**src/rtl/warp_barrier_pkg.sv**
```systemverilog
package warp_barrier_pkg;
    typedef enum logic {
        SLOT_IDLE   = 1'b0,
        SLOT_GATHER = 1'b1
    } slot_state_e;
endpackage

```
**src/rtl/warp_barrier_slot.sv**
```systemverilog
module warp_barrier_slot
    import warp_barrier_pkg::*;
#(
    parameter int NUM_WARPS = 4,
    parameter int CNT_W     = $clog2(NUM_WARPS + 1)
) (
    input  logic                 clk,
    input  logic                 rst_n,
    input  logic                 hit,
    input  logic [NUM_WARPS-1:0] warp_oh,
    input  logic [CNT_W-1:0]     need,
    output logic [NUM_WARPS-1:0] park_mask,
    output logic                 rel,
    output logic                 dup
);
    slot_state_e          state_q, state_d;
    logic [NUM_WARPS-1:0] mask_q, mask_d;
    logic [CNT_W-1:0]     cnt_q, cnt_d;
    logic                 dup_c, arrive, fin;
    logic [CNT_W:0]       seen;

    assign dup_c  = hit && |(mask_q & warp_oh);
    assign arrive = hit && !dup_c;
    assign seen   = {1'b0, cnt_q} + {{CNT_W{1'b0}}, 1'b1};
    assign fin    = arrive && (seen >= {1'b0, need});

    always_comb begin
        state_d = state_q;
        mask_d  = mask_q;
        cnt_d   = cnt_q;
        unique case (state_q)
            SLOT_IDLE: begin
                if (arrive && !fin) begin
                    state_d = SLOT_GATHER;
                    mask_d  = warp_oh;
                    cnt_d   = CNT_W'(1);
                end
            end
            SLOT_GATHER: begin
                if (fin) begin
                    state_d = SLOT_IDLE;
                    mask_d  = '0;
                    cnt_d   = '0;
                end else if (arrive) begin
                    mask_d = mask_q | warp_oh;
                    cnt_d  = cnt_q + CNT_W'(1);
                end
            end
            default: state_d = SLOT_IDLE;
        endcase
    end

    // state register
    always_ff @(posedge clk) begin
        if (!rst_n) begin
            state_q <= SLOT_IDLE;
            mask_q  <= '0;
            cnt_q   <= '0;
        end else begin
            state_q <= state_d;
            mask_q  <= mask_d;
            cnt_q   <= cnt_d;
        end
    end

    // output pulses
    always_ff @(posedge clk) begin
        if (!rst_n) begin
            rel <= 1'b0;
            dup <= 1'b0;
        end else begin
            rel <= fin;
            dup <= dup_c;
        end
    end

    assign park_mask = mask_q;
endmodule

```
**src/rtl/warp_barrier_collect.sv**
```systemverilog
module warp_barrier_collect #(
    parameter int NUM_WARPS = 4,
    parameter int NUM_BARS  = 4,
    parameter int BID_W     = $clog2(NUM_BARS)
) (
    input  logic [NUM_WARPS-1:0] masks [NUM_BARS],
    input  logic [NUM_BARS-1:0]  rel_vec,
    input  logic [NUM_BARS-1:0]  dup_vec,
    output logic [NUM_WARPS-1:0] stall_mask,
    output logic                 rel_valid,
    output logic [BID_W-1:0]     rel_bar,
    output logic                 dup_err
);
    always_comb begin
        stall_mask = '0;
        rel_bar    = '0;
        for (int b = 0; b < NUM_BARS; b++) begin
            stall_mask = stall_mask | masks[b];
            if (rel_vec[b]) rel_bar = BID_W'(b);
        end
    end

    assign rel_valid = |rel_vec;
    assign dup_err   = |dup_vec;
endmodule

```
**src/rtl/warp_barrier.sv**
```systemverilog
module warp_barrier #(
    parameter int NUM_WARPS = 4,
    parameter int NUM_BARS  = 4,
    localparam int WID_W    = $clog2(NUM_WARPS),
    localparam int BID_W    = $clog2(NUM_BARS),
    localparam int CNT_W    = $clog2(NUM_WARPS + 1)
) (
    input  logic                 clk,
    input  logic                 rst_n,
    input  logic                 cmd_valid,
    input  logic [WID_W-1:0]     cmd_warp,
    input  logic [BID_W-1:0]     cmd_bar,
    input  logic [CNT_W-1:0]     cmd_count,
    output logic [NUM_WARPS-1:0] stall_mask,
    output logic                 rel_valid,
    output logic [BID_W-1:0]     rel_bar,
    output logic                 dup_err
);
    logic [NUM_WARPS-1:0] warp_oh;
    logic [NUM_WARPS-1:0] masks [NUM_BARS];
    logic [NUM_BARS-1:0]  rel_vec, dup_vec;

    assign warp_oh = NUM_WARPS'(1) << cmd_warp;

    for (genvar g = 0; g < NUM_BARS; g++) begin : g_slot
        warp_barrier_slot #(
            .NUM_WARPS(NUM_WARPS),
            .CNT_W    (CNT_W)
        ) u_slot (
            .clk      (clk),
            .rst_n    (rst_n),
            .hit      (cmd_valid && (cmd_bar == BID_W'(g))),
            .warp_oh  (warp_oh),
            .need     (cmd_count),
            .park_mask(masks[g]),
            .rel      (rel_vec[g]),
            .dup      (dup_vec[g])
        );
    end

    warp_barrier_collect #(
        .NUM_WARPS(NUM_WARPS),
        .NUM_BARS (NUM_BARS),
        .BID_W    (BID_W)
    ) u_collect (
        .masks     (masks),
        .rel_vec   (rel_vec),
        .dup_vec   (dup_vec),
        .stall_mask(stall_mask),
        .rel_valid (rel_valid),
        .rel_bar   (rel_bar),
        .dup_err   (dup_err)
    );
endmodule

```
**config.mk**
```make
export PLATFORM = sky130hd
export DESIGN_NAME = warp_barrier
export DESIGN_NICKNAME = d
export VERILOG_FILES = /design/src/rtl/warp_barrier_pkg.sv /design/src/rtl/warp_barrier_slot.sv /design/src/rtl/warp_barrier_collect.sv /design/src/rtl/warp_barrier.sv
export SDC_FILE = /design/constraint.sdc
export NUM_CORES = 1
export LEC_CHECK = 0
export BUFFER_PORTS_ARGS = -buffer_cell sky130_fd_sc_hd__buf_2
export CAP_MARGIN = 20
export CORE_AREA = 2 2 84 86
export CTS_BUF_LIST = sky130_fd_sc_hd__clkbuf_4
export DETAILED_ROUTE_END_ITERATION = 16
export DIE_AREA = 0 0 86 88
export PLACE_DENSITY = 0.63
export SYNTH_ARGS = -nofsm -noshare
export SYNTH_HDL_FRONTEND = slang
export SYNTH_HIERARCHICAL = 1
export SYNTH_SLANG_ARGS = --single-unit
```
**constraint.sdc**
```tcl
create_clock -name clk -period 2.67 [get_ports clk]
set_input_delay 0.1335 -clock clk [delete_from_list [all_inputs] [get_ports clk]]
set_output_delay 0.1335 -clock clk [all_outputs]
set_load 0.03 [all_outputs]
```
### Yosys cells after proc, flatten, opt, wreduce, memory -nomap -nowiden

Index checks and enable logic that the tools add are counted.

| word-level totals | value |
|---|---|
| register bits | 40 |
| latch bits | 0 |
| RAM bits | 0 |
| memory bits (read-only) | 0 |
| bits of input ports | 10 |
| word-level logic and storage cells | 145 |
| memories | 0 |

| cells by class | value |
|---|---|
| add/sub/neg operators | 8 |
| multipliers | 0 |
| divide/modulo/power cells | 0 |
| magnitude comparators | 4 |
| equal/unequal tests | 11 |
| shift-type cells | 1 |
| multiplexer cells | 47 |
| bitwise logic cells | 15 |
| reduce and logical (&&, ||, !) cells | 39 |

Operators with widths:

| kind | number |
|---|---|
| 4-bit two-way mux | 12 |
| 3-bit two-way mux | 12 |
| 4-bit case mux with 2 select lines | 4 |
| 4-bit bitwise OR | 7 |
| 3-bit case mux with 2 select lines | 4 |
| 4-bit OR reduction | 6 |
| 1-bit logical AND | 20 |
| 3-bit by 1-bit adder with 4-bit output, second input constant | 4 |
| 4-bit bitwise AND | 4 |
| 4-bit by 3-bit greater-or-equal comparator with 1-bit output | 4 |
| 3-bit by 1-bit adder with 3-bit output, second input constant | 4 |
| 3-bit != test, second input constant | 4 |
| 1-bit two-way mux | 9 |
| 1-bit logical NOT | 8 |
| 2-bit by 1-bit != test with 1-bit output, second input constant | 4 |
| 1-bit case mux with 2 select lines | 4 |
| 2-bit AND reduction | 4 |
| 2-bit equality test, second input constant | 2 |
| 2-bit two-way mux | 2 |
| 1-bit inverter | 4 |
| 1-bit by 2-bit << shifter with 4-bit output, first input constant | 1 |
| 2-bit by 1-bit equality test with 1-bit output, second input constant | 1 |
| 2-bit logical NOT | 1 |

### Depth between registers and ports, before layout

Gate-level depths: netlist of run 1.

| depth | value |
|---|---|
| depth in word-level cells | 11 |
| gate-level depth with buffers | 9 |
| gate-level depth less buffers | 8 |

### Cells and area by module

Netlist of run 1, hierarchy kept.

By module, submodules not included:

| module | times used | cells an instance | area an instance (um2) |
|---|---|---|---|
| warp_barrier_slot | 4 | 73 | 634.4 |
| warp_barrier | 1 | 8 | 62.6 |
| warp_barrier_collect | 1 | 9 | 61.3 |

### Worst setup path before layout of run 1

OpenSTA, ideal clock, no wires.

| path | value |
|---|---|
| path kind | reg2reg |
| start | register g_slot[0].u_slot.cnt_q[0] |
| end | register g_slot[0].u_slot.mask_q[2] |
| setup time | 74 ps |
| data arrival time | 1899 ps |
| data required time | 2596 ps |
| path slack | 697 ps |
| cell stages (with the launch flop) | 9 |
| buffers on the path | 0 |
| cells stage by stage | dfxtp_1 -> ha_1 -> nor2b_1 -> or2_1 -> ha_1 -> o21ai_1 -> o21ai_2 -> mux2_1 -> a31oi_1 |

| between the ends | value |
|---|---|
| longest elaborated chain between the ends | 7 |
| elaborated cells on any way between the ends | 10 |

RTL lines:

| element | RTL line | source |
|---|---|---|
| from (decl) | warp_barrier_slot.sv:18 | `logic [CNT_W-1:0] cnt_q, cnt_d;` |
| from (signal assigned) | warp_barrier_slot.sv:62 | `cnt_q <= cnt_d;` |
| 3-bit by 1-bit adder with 4-bit output * | warp_barrier_slot.sv:24 | `assign seen = {1'b0, cnt_q} + {{CNT_W{1'b0}}, 1'b1};` |
| 4-bit by 3-bit greater-or-equal comparator with 1-bit output * | warp_barrier_slot.sv:25 | `assign fin = arrive && (seen >= {1'b0, need});` |
| 1-bit logical AND * | warp_barrier_slot.sv:25 |  |
| 1-bit logical NOT | warp_barrier_slot.sv:33 | `if (arrive && !fin) begin` |
| 1-bit logical AND | warp_barrier_slot.sv:33 |  |
| 2-bit by 1-bit != test with 1-bit output (no line) | -- |  |
| 2-bit AND reduction (no line) | -- |  |
| to (signal assigned) | warp_barrier_slot.sv:61 | `mask_q <= mask_d;` |
| to (decl) | warp_barrier_slot.sv:17 | `logic [NUM_WARPS-1:0] mask_q, mask_d;` |

Mark *: on every way between the ends. The rest lies on a longest branch, timed or not.
A chain may end at the register's enable or synchronous reset.

### Final worst setup path of run 1

Same ends and word-level chain as after synthesis.

==> results.yml, run 1 <==
sta:
  maxClockFrequency_ghz: 0.4466
  rsz0062_at_grt: "false"
  worstMarginPinSlew_ns: 0.8312
  fin_tns_setup_ns: 0
  setup_viol: 0
  period_share_pct: 83.87
  hold_viol: 0
  post-route-min-period_ns: 2.239
  hold_ws_ns: 0.1020
  max_slew_margin_pct: 44.38
  worst_clock_skew_ns: 0.02656
  maxSlewViolCount: 0
floorplanning:
  ioPinCount: 18
  die_y_um: 88
  dieArea_sq_mm: 0.007568
  rows: 30
  die_x_um: 86
  start_util_pct: 40.06
  core_area_sq_mm: 0.006644
logic_synthesis:
  syn-cell-area_sq_mm: 0.002661
  synthArstFlopShare_pct: 0
  syn_inst: 309
  syn_avg_cell_area_sq_um: 8.613
  synth_ff_type: "dfxtp_1"
  synth_edf_count: 0
  yosysMostFrequentCell: "nand2_1"
  synth.area.top_cells: "dfxtp_1, ha_1, mux2_1"
  yosysTopAreaCell: "dfxtp_1"
  synth_fp_nets: 335
  synth-seq-area-share_pct: 30.09
  synth_commonest_cells: "nand2_1, dfxtp_1, nand3_1"
  netlist.area_leader.share_pct: 30.09
  synth.distinct_cells: 36
  ys_ff_latch: 40
  ys_warn_count: 6
setup_path:
  crit_arrival_ns: 2.53
  rr_startpoint: "g_slot[0].u_slot/cnt_q[0]"
  worstSetupPathType: "register to register"
  path_delay_family: "compound AO/OA/AOI/OAI gates"
  r2r-end: "g_slot[0].u_slot/park_mask[2]"
  cp_max_fo: 6
  cp-start-kind: "register"
  required_ns: 2.96
  cpPeakStageDelay_ns: 0.40
  r2r_slack_ns: 0.43
  rr_worst_depth: 8
  cp_num_buf_inv: 0
  crit_top_cell: "ha_1"
  crit_chain: "ha_1 > nor2b_1 > or2_1 > ha_1 > o21ai_1 > o21ai_2 > mux2_1 > a31oi_1"
  crit_path_top_delay_cell: "dfxtp_1"
  cp-end-kind: "register"
run_status:
  status: "finished clean"
clocking:
  cts.sinks: 40
  cts-root-buf: "clkbuf_4"
  path_clk_slew_ns: 0.13
  hold_buffers: 0
  cts_buffers: 5
  clkLatencyLatePin_ns: 0.37
  htreeDepth: 2
  cts_tree: "built"
  cts-resized-gates: 0
  cts_buffer_depth: 2
  postCtsSetupBuffers: 0
power_and_ir_drop:
  power.density_mw_per_mm2: 435.5
  peakVddDrop_mv: 0.2008
  power.leakage_uw: 0.001007
drt:
  drc: 0
  vias: 2314
  firstDrtPassIters: 4
  post_drt_via_cell_ratio: 5.742
  wl_per_cell_um: 15.52
  drt_iter0_drc: 146
  ant_nets: 0
  postRouteWirelength_mm: 6.255
worst_hold_path:
  min_path_type: "primary input to register"
  min_path_cells: 4
  min_from: "cmd_bar[0]"
  whs_endpoint: "g_slot[0].u_slot/dup"
job:
  drv_cap: 0
placed_design:
  hpwl_mm: 4.597
  placed_area_sq_mm: 0.002779
  io_buffers: 17
  gp_congestion: 0.7871
global_routing:
  grtUsageTotal_pct: 17.89
  overflow: 0
  grt_pass1_vias: 2218
  grt_max_degree: 17
  grt_pass1_wl_mm: 10.67
  antenna_found_initial: 0
finish:
  fill_cells: 661
  area_growth_pct: 7.428
  antennaDiodeCount: 0
  final_area_sq_mm: 0.002859
  nNetsFinal: 348
  drive_gt1_share_pct: 18.89
  final_util_pct: 43.03
[layout by cell type, fill, tap and decap left out, types with 5 or more instances in the layout]
cell type / synthesis / layout
and3_1: 5 / 5
or2_1: 5 / 5
nand2b_1: 16 / 16
a21oi_1: 8 / 8
nor2b_1: 9 / 9
inv_1: 13 / 13
a22oi_2: 8 / 8
or4_1: 5 / 5
a31oi_1: 20 / 20
dfxtp_1: 40 / 40
ha_1: 16 / 16
buf_2: 0 / 17
nand2_1: 44 / 44
nor3b_2: 5 / 5
mux2_1: 16 / 16
clkbuf_4: 0 / 5
nand3_1: 28 / 28
[metrics by stage]
step / worst slack, ns / cells / power [uW]
2_1_floorplan: 0.6972 / 309 / 792.8
3_3_place_gp: 0.5308 / 395 / 841.8
3_5_place_dp: 0.4733 / 395 / 846.3
4_1_cts: 0.4430 / 403 / 1260
5_1_grt: 0.2907 / 403 / 1313
6_report: 0.4307 / 403 / 1245
[cell families (layout without fill, tap and decap cells)]
family,Yosys count,count (layout),synth area share (%)
compound gates,69,69,21.16
fa+ha+maj,16,16,7.522
buf+inv,29,43,5.218
flops,40,40,30.09
mux,16,16,6.770
simple gates,139,139,29.24
[where the power goes]
part	switching, uW	internal [uW]
Sequential	27.1	611
Clock	216	195
Combinational	128	67.4
[worst max-delay path by stage]
stage | from | to | slack, ns | cells after the start
6_report | g_slot[0].u_slot/cnt_q[0] | g_slot[0].u_slot/park_mask[2] | 0.43 | 8
5_1_grt | g_slot[1].u_slot/cnt_q[0] | g_slot[1].u_slot/park_mask[3] | 0.29 | 8
4_1_cts | g_slot[0].u_slot/cnt_q[0] | g_slot[0].u_slot/park_mask[2] | 0.44 | 8
3_5_place_dp | g_slot[0].u_slot/cnt_q[0] | g_slot[0].u_slot/park_mask[2] | 0.47 | 8
3_3_place_gp | g_slot[1].u_slot/cnt_q[0] | g_slot[1].u_slot/park_mask[0] | 0.53 | 8
2_1_floorplan | g_slot[0].u_slot/cnt_q[0] | g_slot[0].u_slot/park_mask[2] | 0.70 | 8
[state kept, by name, summed over array words and instances (netlist names), named ones only]
signal / flops
g_slot.u_slot/cnt_q: 12
g_slot.u_slot/dup: 4
g_slot.u_slot/park_mask: 16
g_slot.u_slot/rel: 4
[per-layer routing]
layer | GRT usage (%) | share of wire [%]
met1 | 23.73 | 47
met5 | 0 | 0
met3 | 3.864 | 3.9
met4 | 5.339 | 0.98
met2 | 29.25 | 48
[worst min-delay path, stage by stage]
cell and delay, ns:
buf_2 0.11, nor3b_2 0.07, inv_1 0.05, a211oi_1 0.04
[layout make-up]
class	count	area, sq um	share of cell area (%)
flip-flops and latches	40	800.8	28.01
clock inverters	3	42.54	1.488
repair buffers	18	92.59	3.239
well taps	80	100.1	3.501
inverters	17	63.81	2.232
multi-input cells	240	1722	60.22
clock buffers	5	37.54	1.313
Power figures use the tool's default switching activity.
==> run 2: changes to the inputs <==
- clock period: 2.67 -> 2.1 ns (I/O delays scaled with it)
==> results.yml, run 2 (synthesis results as in run 1) <==
placed_design:
  dp_cells: 407
  io_buffers: 17
  hpwl_mm: 4.639
  pre_cts_slack_ns: 0.01467
  gp_congestion: 0.7573
floorplanning:
  core_area_sq_mm: 0.006644
  die_y_um: 88
  start_util_pct: 40.06
  rows: 30
  die_x_um: 86
  ioPinCount: 18
  dieArea_sq_mm: 0.007568
finish:
  most-common-layout-cells: "nand2_1, dfxtp_1, nand3_1"
  drive_gt1_share_pct: 34.39
  area_growth_pct: 22.99
  fill_cells: 631
  final_common_cell: "nand2_1"
  largest_register_ffs: 16
  antennaDiodeCount: 0
  final_cells: 426
  nNetsFinal: 371
power_and_ir_drop:
  p_sw_uw: 481.6
  intPower_uw: 1172
  sw_frac_of_total_pct: 29.13
  power.density_mw_per_mm2: 505.1
  peakVddDrop_mv: 0.2222
  clkPwrFrac_pct: 31.9
  seqPwrFrac_pct: 48.8
  power.leakage_uw: 0.001170
  p_comb_share_pct: 19.4
worst_hold_path:
  min_path_type: "primary input to register"
  min_from: "cmd_bar[1]"
setup_path:
  rr_worst_depth: 9
  cp_max_fo: 6
  r2r-end: "g_slot[2].u_slot/park_mask[2]"
  rr_startpoint: "g_slot[2].u_slot/cnt_q[1]"
  cp-end-kind: "register"
  cp-start-kind: "register"
  r2r_slack_ns: 0.05
  crit_end: "g_slot[2].u_slot/park_mask[2]"
  required_ns: 2.38
  crit_arrival_ns: 2.33
  startpoint: "g_slot[2].u_slot/cnt_q[1]"
  worstSetupPathType: "register to register"
sta:
  worst_clock_skew_ns: 0.01528
  hold_ws_ns: 0.07057
  max_slew_margin_pct: 71.27
  maxSlewViolCount: 0
  setup_viol: 0
  rsz0062_at_grt: "true"
  post-route-min-period_ns: 2.051
  maxClockFrequency_ghz: 0.4876
  fin_tns_setup_ns: 0
  period_share_pct: 97.66
  worst_slack_ns: 0.04905
  worstMarginPinSlew_ns: 0.4304
  hold_viol: 0
run_status:
  status: "finished clean"
clocking:
  cts_buffer_depth: 2
  path_clk_slew_ns: 0.12
  cts-root-buf: "clkbuf_4"
  cts.sinks: 40
  hold_buffers: 0
  htreeDepth: 2
  cts_tree: "built"
  clkLatencyLatePin_ns: 0.35
  cts_buffers: 5
drt:
  wl_met2_mm: 3.277
  wl_per_cell_um: 15.69
  postRouteWirelength_mm: 6.685
  drt_iter0_drc: 93
  ant_nets: 0
  dr_wl_met3_um: 294
  post_drt_via_cell_ratio: 5.702
  met1_length_mm: 3.053
  drc: 0
  top_layer: "met4"
  vias: 2429
  firstDrtPassIters: 4
global_routing:
  overflow: 0
  grt_max_degree: 17
  grt_pass1_vias: 2185
  grt_pass1_wl_mm: 10.65
  grtUsageTotal_pct: 17.75
  antenna_found_initial: 0
job:
  drv_cap: 0
-- run 2: changes by cell type in the layout (fill, tap and decap cells not counted), moves of 6 or more --
cell	change
dfxtp_1	-7
mux2_1	-6
ha_4	+6
mux2_4	+6
ha_1	-6
buf_4	+19
-- run 2: what timing repair did --
action | in CTS | in global routing
pin swaps | 2 | 19
setup endpoints to repair | 9 | 26
setup buffers | 2 | 9
resized for setup | 1 | 52
cloned | 0 | 0
-- run 2: cell type report --
class                   count  area (sq um)  area share [%]
clock inverters             2         35.03           1.070
repair buffers             41         280.3           8.563
multi-input cells         240          1934           59.10
clock buffers               6         45.04           1.376
flip-flops and latches     40         814.5           24.89
well taps                  80         100.1           3.058
inverters                  17         63.81           1.950
-- run 2: worst min-delay path by stage --
| stage | endpoint | cells past startpoint | slack [ns] |
|---|---|---|---|
| after global routing | g_slot[0].u_slot/dup | 4 | 0.06 |
| after detailed placement | g_slot[0].u_slot/dup | 4 | 0.43 |
| final | g_slot[0].u_slot/dup | 4 | 0.07 |
| after floorplan | g_slot[0].u_slot/dup | 3 | 0.26 |
| after CTS | g_slot[0].u_slot/dup | 4 | 0.05 |
| after global placement | g_slot[0].u_slot/dup | 4 | 0.41 |
-- run 2: metal layers --
metal  global-route usage, %  vias up
met2                   28.33       44
met4                   4.329        0
met3                   2.922        6
li1                        -     1206
met1                   25.04     1173
met5                       0        -
-- run 2: worst max-delay path, cell delays in order (launching register included) --
cell	delay [ns]
dfxtp_4	0.38
ha_4	0.16
nor2b_4	0.12
or2_4	0.26
ha_4	0.27
o21ai_4	0.05
o21ai_2	0.13
buf_6	0.14
mux2_4	0.31
a31oi_4	0.16
-- run 2: stage by stage --
stage | util, % | area [sq um] | total power, uW
CTS | 44.63 | 2965 | 1627
floorplan | - | 2661 | 1008
finish | 49.27 | 3273 | 1653
global placement | 43.18 | 2869 | 1089
detailed placement | 43.18 | 2869 | 1094
global route | 49.27 | 3273 | 1740
-- run 2: power groups by stage --
| stage | Sequential, uW | Clock [uW] | Combinational, uW |
|---|---|---|---|
| 3_5_place_dp | 824 | 0 | 271 |
| 4_1_cts | 806 | 543 | 277 |
| 6_report | 807 | 527 | 320 |
| 3_3_place_gp | 822 | 0 | 267 |
| 2_1_floorplan | 812 | 0 | 196 |
| 5_1_grt | 811 | 581 | 348 |
